## src/rtl/sa_cache_pkg.sv

```systemverilog
// Shared types for the set-associative cache controller.
package sa_cache_pkg;
    // Controller states: idle/lookup, write back victim, load line, write-through store beat.
    typedef enum logic [1:0] {ST_IDLE, ST_EVICT, ST_FILL, ST_WTW} cache_state_e;
endpackage

```

## src/rtl/sa_cache_match.sv

```systemverilog
// Parallel tag comparison over the ways of one set.
// Assumes at most one valid way carries a given tag (the controller guarantees it);
// if several did, the lowest way would be reported.
module sa_cache_match #(
    parameter int WAYS  = 4,
    parameter int TAG_W = 12,
    parameter int WAY_W = $clog2(WAYS)
) (
    input  logic [WAYS-1:0][TAG_W-1:0] tags_i,
    input  logic [WAYS-1:0]            valid_i,
    input  logic [TAG_W-1:0]           tag_i,
    output logic                       hit_o,
    output logic [WAY_W-1:0]           way_o
);
    logic [WAYS-1:0] match;

    // One comparator per way.
    for (genvar g = 0; g < WAYS; g++) begin : g_cmp
        assign match[g] = valid_i[g] && (tags_i[g] == tag_i);
    end

    assign hit_o = |match;

    // Encode the matching way, lowest index wins.
    always_comb begin
        way_o = '0;
        for (int w = WAYS - 1; w >= 0; w--) begin
            if (match[w]) way_o = WAY_W'(w);
        end
    end
endmodule

```

## src/rtl/sa_cache_repl.sv

```systemverilog
// Per-line saturating usage counters and victim selection for one set at a time.
// Assumes touch and query refer to the same set (the set of the current request).
module sa_cache_repl #(
    parameter int WAYS  = 4,
    parameter int SETS  = 4,
    parameter int CNT_W = 2,
    parameter int WAY_W = $clog2(WAYS),
    parameter int IDX_W = $clog2(SETS)
) (
    input  logic             clk,
    input  logic             rst_n,
    input  logic [IDX_W-1:0] set_i,
    input  logic [WAYS-1:0]  valid_i,
    input  logic             touch_i,
    input  logic [WAY_W-1:0] touch_way_i,
    output logic [WAY_W-1:0] victim_o
);
    localparam logic [CNT_W-1:0] CNT_MAX = '1;

    logic [WAYS-1:0][CNT_W-1:0] cnt_q [SETS];
    logic [WAYS-1:0][CNT_W-1:0] cur;
    logic [CNT_W-1:0]           best;
    logic                       free_found;

    assign cur = cnt_q[set_i];

    // Counter update: used way to zero, other valid ways saturate upward.
    always_ff @(posedge clk) begin
        if (!rst_n) begin
            for (int s = 0; s < SETS; s++) cnt_q[s] <= '0;
        end else if (touch_i) begin
            for (int w = 0; w < WAYS; w++) begin
                if (WAY_W'(w) == touch_way_i)           cnt_q[set_i][w] <= '0;
                else if (valid_i[w] && cur[w] != CNT_MAX) cnt_q[set_i][w] <= cur[w] + 1'b1;
            end
        end
    end

    // Victim: lowest invalid way, else highest count with lowest-way tie break.
    always_comb begin
        victim_o   = '0;
        best       = '0;
        free_found = 1'b0;
        for (int w = 0; w < WAYS; w++) begin
            if (!valid_i[w] && !free_found) begin
                free_found = 1'b1;
                victim_o   = WAY_W'(w);
            end
        end
        if (!free_found) begin
            for (int w = 0; w < WAYS; w++) begin
                if (w == 0 || cur[w] > best) begin
                    best     = cur[w];
                    victim_o = WAY_W'(w);
                end
            end
        end
    end

    // with a free way present the chosen victim is never a valid way.
    a_r5_free_first: assert property (@(posedge clk) disable iff (!rst_n)
        (valid_i != '1) |-> !valid_i[victim_o]);

    // a touched line's counter reads zero afterwards.
    a_r6_touch_clears: assert property (@(posedge clk) disable iff (!rst_n)
        touch_i |=> (cnt_q[$past(set_i)][$past(touch_way_i)] == '0));
endmodule

```

## src/rtl/sa_cache.sv

```systemverilog
// N-way set-associative cache controller, word port to line-beat memory port.
// Assumes the requester holds valid, address, data and we stable until ready,
// LINE_WORDS and SETS are powers of two, WAYS >= 2, and memory acks each beat once.
module sa_cache
    import sa_cache_pkg::*;
#(
    parameter int ADDR_W     = 16,
    parameter int DATA_W     = 32,
    parameter int WAYS       = 4,
    parameter int SETS       = 4,
    parameter int LINE_WORDS = 4,
    parameter int CNT_W      = 2,
    parameter bit WRITE_BACK = 1'b1
) (
    input  logic              clk,
    input  logic              rst_n,
    input  logic              cpu_req_valid,
    output logic              cpu_req_ready,
    input  logic              cpu_req_we,
    input  logic [ADDR_W-1:0] cpu_req_addr,
    input  logic [DATA_W-1:0] cpu_req_wdata,
    output logic              cpu_rsp_valid,
    output logic [DATA_W-1:0] cpu_rsp_rdata,
    output logic              mem_req,
    output logic              mem_we,
    output logic [ADDR_W-1:0] mem_addr,
    output logic [DATA_W-1:0] mem_wdata,
    input  logic              mem_ack,
    input  logic [DATA_W-1:0] mem_rdata
);
    localparam int OFF_W = $clog2(LINE_WORDS);
    localparam int IDX_W = $clog2(SETS);
    localparam int TAG_W = ADDR_W - OFF_W - IDX_W;
    localparam int WAY_W = $clog2(WAYS);
    localparam logic [OFF_W-1:0] LAST_BEAT = OFF_W'(LINE_WORDS - 1);

    logic [WAYS-1:0][TAG_W-1:0] tag_q   [SETS];
    logic [WAYS-1:0]            val_q   [SETS];
    logic [WAYS-1:0]            dirty_q [SETS];
    logic [DATA_W-1:0]          data_q  [SETS][WAYS][LINE_WORDS];

    cache_state_e     state_q;
    logic [TAG_W-1:0] m_tag_q, e_tag_q;
    logic [IDX_W-1:0] m_set_q;
    logic [WAY_W-1:0] m_way_q;
    logic [OFF_W-1:0] beat_q;
    logic             wt_done_q;

    logic [TAG_W-1:0] in_tag;
    logic [IDX_W-1:0] in_set;
    logic [OFF_W-1:0] in_off;
    logic             hit, accept, wt_need, victim_dirty, last_beat;
    logic [WAY_W-1:0] hit_way, victim;

    assign in_tag = cpu_req_addr[ADDR_W-1 -: TAG_W];
    assign in_set = cpu_req_addr[OFF_W +: IDX_W];
    assign in_off = cpu_req_addr[OFF_W-1:0];

    sa_cache_match #(.WAYS(WAYS), .TAG_W(TAG_W)) u_match (
        .tags_i (tag_q[in_set]),
        .valid_i(val_q[in_set]),
        .tag_i  (in_tag),
        .hit_o  (hit),
        .way_o  (hit_way)
    );

    sa_cache_repl #(.WAYS(WAYS), .SETS(SETS), .CNT_W(CNT_W)) u_repl (
        .clk        (clk),
        .rst_n      (rst_n),
        .set_i      (in_set),
        .valid_i    (val_q[in_set]),
        .touch_i    (accept),
        .touch_way_i(hit_way),
        .victim_o   (victim)
    );

    assign wt_need       = !WRITE_BACK && cpu_req_we;
    assign cpu_req_ready = (state_q == ST_IDLE) && hit && (!wt_need || wt_done_q);
    assign accept        = cpu_req_valid && cpu_req_ready;
    assign victim_dirty  = WRITE_BACK && val_q[in_set][victim] && dirty_q[in_set][victim];
    assign last_beat     = (beat_q == LAST_BEAT);

    // Controller sequencing plus tag, valid and dirty state.
    always_ff @(posedge clk) begin
        if (!rst_n) begin
            state_q       <= ST_IDLE;
            m_tag_q       <= '0;
            e_tag_q       <= '0;
            m_set_q       <= '0;
            m_way_q       <= '0;
            beat_q        <= '0;
            wt_done_q     <= 1'b0;
            cpu_rsp_valid <= 1'b0;
            for (int s = 0; s < SETS; s++) begin
                tag_q[s]   <= '0;
                val_q[s]   <= '0;
                dirty_q[s] <= '0;
            end
        end else begin
            cpu_rsp_valid <= accept;
            case (state_q)
                ST_IDLE: begin
                    if (accept) begin
                        wt_done_q <= 1'b0;
                        if (cpu_req_we && WRITE_BACK) dirty_q[in_set][hit_way] <= 1'b1;
                    end else if (cpu_req_valid && !hit) begin
                        m_tag_q               <= in_tag;
                        m_set_q               <= in_set;
                        m_way_q               <= victim;
                        e_tag_q               <= tag_q[in_set][victim];
                        val_q[in_set][victim] <= 1'b0;
                        beat_q                <= '0;
                        state_q               <= victim_dirty ? ST_EVICT : ST_FILL;
                    end else if (cpu_req_valid && wt_need && !wt_done_q) begin
                        state_q <= ST_WTW;
                    end
                end
                ST_EVICT: if (mem_ack) begin
                    beat_q <= beat_q + 1'b1;
                    if (last_beat) state_q <= ST_FILL;
                end
                ST_FILL: if (mem_ack) begin
                    beat_q <= beat_q + 1'b1;
                    if (last_beat) begin
                        val_q[m_set_q][m_way_q]   <= 1'b1;
                        dirty_q[m_set_q][m_way_q] <= 1'b0;
                        tag_q[m_set_q][m_way_q]   <= m_tag_q;
                        state_q                   <= ST_IDLE;
                    end
                end
                default: if (mem_ack) begin
                    wt_done_q <= 1'b1;
                    state_q   <= ST_IDLE;
                end
            endcase
        end
    end

    // Line data: processor stores and fill beats; response data capture.
    always_ff @(posedge clk) begin
        if (accept && cpu_req_we) data_q[in_set][hit_way][in_off] <= cpu_req_wdata;
        if (state_q == ST_FILL && mem_ack) data_q[m_set_q][m_way_q][beat_q] <= mem_rdata;
        if (accept) cpu_rsp_rdata <= cpu_req_we ? cpu_req_wdata : data_q[in_set][hit_way][in_off];
    end

    // Memory-side beat generation from the current state.
    always_comb begin
        mem_req   = (state_q != ST_IDLE);
        mem_we    = (state_q == ST_EVICT) || (state_q == ST_WTW);
        mem_addr  = {m_tag_q, m_set_q, beat_q};
        mem_wdata = '0;
        case (state_q)
            ST_EVICT: begin
                mem_addr  = {e_tag_q, m_set_q, beat_q};
                mem_wdata = data_q[m_set_q][m_way_q][beat_q];
            end
            ST_WTW: begin
                mem_addr  = cpu_req_addr;
                mem_wdata = cpu_req_wdata;
            end
            default: ;
        endcase
    end

    // a response follows each acceptance and only an acceptance.
    a_r2_rsp_after_accept: assert property (@(posedge clk) disable iff (!rst_n)
        accept |=> cpu_rsp_valid);
    a_r2_no_stray_rsp: assert property (@(posedge clk) disable iff (!rst_n)
        !accept |=> !cpu_rsp_valid);

    // an unacknowledged beat keeps its request and address.
    a_r3_beat_stable: assert property (@(posedge clk) disable iff (!rst_n)
        (mem_req && !mem_ack) |=> (mem_req && $stable(mem_addr)));

    // the way being filled is never visible as valid before the fill ends.
    a_r4_fill_invalid: assert property (@(posedge clk) disable iff (!rst_n)
        (state_q == ST_FILL) |-> !val_q[m_set_q][m_way_q]);

    // in write-through mode every memory write targets the store address.
    if (!WRITE_BACK) begin : g_wt_chk
        a_r10_wt_write_addr: assert property (@(posedge clk) disable iff (!rst_n)
            (mem_req && mem_we) |-> (cpu_req_we && mem_addr == cpu_req_addr
                                      && mem_wdata == cpu_req_wdata));
    end
endmodule

```

## config.mk

```make
export PLATFORM = sky130hd
export DESIGN_NAME = sa_cache
export DESIGN_NICKNAME = d
export VERILOG_FILES = /design/src/rtl/sa_cache_pkg.sv /design/src/rtl/sa_cache_match.sv /design/src/rtl/sa_cache_repl.sv /design/src/rtl/sa_cache.sv
export SDC_FILE = /design/constraint.sdc
export NUM_CORES = 2
export LEC_CHECK = 0
export ABC_AREA = 0
export BUFFER_PORTS_ARGS = -buffer_cell sky130_fd_sc_hd__buf_2
export CAP_MARGIN = 10
export CORE_MARGIN = 1.5
export CORE_UTILIZATION = 45
export DETAILED_ROUTE_END_ITERATION = 6
export SYNTH_ARGS = -nofsm -noshare
export SYNTH_HDL_FRONTEND = slang
export SYNTH_SLANG_ARGS = --single-unit
```

## constraint.sdc

```tcl
create_clock -name clk -period 9.27 [get_ports clk]
set_input_delay 0.927 -clock clk [delete_from_list [all_inputs] [get_ports clk]]
set_output_delay 0.927 -clock clk [all_outputs]
set_load 0.005 [all_outputs]
```

==> flow_summary.toml <==
[synth]
synth_edf_count = 2336
yosysWarnings = 0
synth.distinct_cells = 81
syn_area_per_cell_sq_um = 19.4
synth_seq_cells = 2371
netlist_area_sq_um = 110000
syn_nets = 5770
syn_inst = 5665
ys_seq_area_frac = 0.643
async_flop_share = 0
synth_ff_type = "edfxtp_1"

[hold_path]
hold_start = "cpu_req_wdata[20]"
hp-class = "input pin to flip-flop"

[floorplan]
dieArea_sq_um = 248000
dieWidth_um = 498
core_area_sq_um = 243000
num_rows = 181
initial_core_util = 0.453
io_pins = 169
die_h_um = 498

[clock_network]
post-cts-setup-buffers = 0
htreeDepth = 4
clk_latency_ps = 900
cts_buffer_depth = 3
cts_tree = "built"
path_clk_slew_ps = 70
numClockSinks = 2371
cts_made_buffers = 239
root_buffer = "clkbuf_16"
ctsHoldBuffers = 0
cts_resized = 0

[sta]
max_freq_mhz = 162
hold_slack_ps = 411
setup_viol = 0
fin_crit_sh = 0.667
max_slew.worst_pin.slew_ps = 1380
rsz0062_at_grt = "false"
final-max-slew-violation-count = 0
hold_viol = 0
min_period_ps = 6180
clock_skew_ps = 58.7
setup_tns_ps = 0
slew_headroom = 0.0789

[worst_setup_path]
critPathMaxFanout = 75
arrival_ps = 6690
critPathCaptureType = "flip-flop"
path_class = "input pin to flip-flop"
r2r-start = "tag_q[2][0]"
start_kind = "input pin"
worstPathRequired_ps = 9780
crit_path_start = "cpu_req_addr[2]"

[global_route]
track_usage = 0.310
grt_pass1_vias = 64148
grt-ovfl-total = 0
grt_pass1_wl_um = 532000
grt_max_degree = 134
antenna_found_initial = 29

[detailed_routing]
drt-pass1-iter-count = 7
remaining_drc_errors = 0
drt_iter0_drc = 10235
vias_per_cell = 7.05
routedWlPerCell_um = 41.7
num_vias = 65279
drt-total-wl_um = 386000
route.antenna.remaining_nets = 0

[outcome]
status = "complete, no violations"

[power_and_ir_drop]
ir_drop_mv = 0.200
power_density_nw_per_um2 = 198
leakagePower_nw = 38.0

[finish]
drive_gt1_frac = 0.355
nets = 5940
area_growth_pct = 12.5
final_cell_area_sq_um = 124000
utilization = 0.509

[job]
max-cap-violations = 0

[placement]
io_buffers = 168
place_congestion = 0.897
post-dp-hpwl_um = 246000
post_dp_cell_area_sq_um = 116000
==> critical path: stages <==
cell and delay (ps):
buf_8 550, mux4_2 670, xnor2_1 310, nand3b_1 140, nor4b_2 970, and3_2 530, buf_4 320, a31oi_1 420
nor2_4 1110, buf_4 520
==> flip-flops by register name, indices dropped and copies added, names as in the netlist, 12 cells and up, named ones only <==
signal	flops
cpu_rsp_rdata	32
data_q	2048
dirty_q	16
e_tag_q	12
m_tag_q	12
tag_q	192
u_repl.cnt_q	32
val_q	16
==> final timing paths <==
kind,depth (start not counted),slack [ps],endpoint
setup / recovery,10,3090,data_q[3][395]
hold / removal,3,410,cpu_rsp_rdata[20]
setup reg to reg,9,3600,data_q[3][395]
hold reg to reg,2,490,m_tag_q[0]
==> synth_stat cells, drive strengths merged, types with 8 or more instances <==
| cell | count | area (sq um) |
|---|---|---|
| edfxtp | 2336 | 70100 |
| mux4 | 1241 | 27900 |
| nor2 | 333 | 1250 |
| clkbuf | 301 | 1130 |
| nand2 | 272 | 1020 |
| buf | 159 | 741 |
| a21oi | 136 | 688 |
| o21ai | 94 | 470 |
| nand3 | 75 | 375 |
| a32oi | 52 | 455 |
| inv | 48 | 180 |
| a22o | 45 | 394 |
| a31oi | 43 | 269 |
| o211ai | 43 | 323 |
| xnor2 | 42 | 383 |
| dfxtp | 35 | 701 |
| mux2i | 35 | 350 |
| mux2 | 33 | 372 |
| a21boi | 29 | 218 |
| a22oi | 29 | 218 |
| a222oi | 26 | 260 |
| a311oi | 23 | 219 |
| a221oi | 22 | 193 |
| nand3b | 21 | 158 |
| ha | 20 | 250 |
| a21bo | 19 | 190 |
| a211oi | 12 | 95.1 |
| and2 | 12 | 75.1 |
| nand2b | 12 | 75.1 |
| nand4 | 12 | 75.1 |
| nor2b | 11 | 68.8 |
| nor3 | 10 | 60.1 |
| and3 | 8 | 50.1 |
==> metrics by stage <==
stage | worst slack, ps | std cells | power, mW
after floorplan | 2160 | 5665 | 13.8
after global placement | 2360 | 8787 | 14.9
after detailed placement | 2360 | 8793 | 14.9
after CTS | 3070 | 9247 | 24.6
after global routing | 2970 | 9252 | 25.1
final | 3090 | 9260 | 24.6
==> report_power, final <==
part | switching (mW) | internal [mW]
clock | 4.35 | 5.55
combinational | 1.61 | 0.935
sequential | 0.0718 | 12.0
==> final cells by class <==
cell class / count / area (sq um)
Tap cell: 3202 / 4010
Clock inverter: 183 / 1850
Clock buffer: 271 / 6100
Multi-Input combinational cell: 2785 / 38000
Sequential cell: 2371 / 70900
Inverter: 49 / 186
Antenna cell: 10 / 25.0
Fill cell: 19432 / 119000
Timing Repair Buffer: 389 / 2840
==> cells in the final DEF (no fill, tap or decap), drive strengths merged, types with 8 or more instances in the layout <==
cell	instances
a211oi	12
a21bo	19
a21boi	29
a21oi	136
a221oi	22
a222oi	26
a22o	45
a22oi	29
a311oi	23
a31oi	43
a32oi	52
and2	12
and3	8
buf	389
bufinv	29
clkbuf	271
clkinv	136
clkinvlp	15
dfxtp	35
diode	10
edfxtp	2336
ha	20
inv	52
mux2	33
mux2i	35
mux4	1241
nand2	272
nand2b	12
nand3	75
nand3b	21
nand4	12
nor2	333
nor2b	11
nor3	10
o211ai	43
o21ai	94
xnor2	42
==> cells by family after synthesis <==
group,count (synthesis),synth area share
buf+inv,509,0.0187
xor+xnor,47,0.00387
simple gates,788,0.0311
compound gates,621,0.0403
flops,2371,0.643
fa+ha+maj,20,0.00227
mux,1309,0.260
==> routing by layer <==
metal	track usage	wire length, um	vias up
met2	0.480	182000	4527
met3	0.0665	42200	705
met5	0	122	-
li1	-	-	24685
met1	0.429	144000	35346
met4	0.127	18600	16
Note: power is estimated with default switching activity, not from simulation.
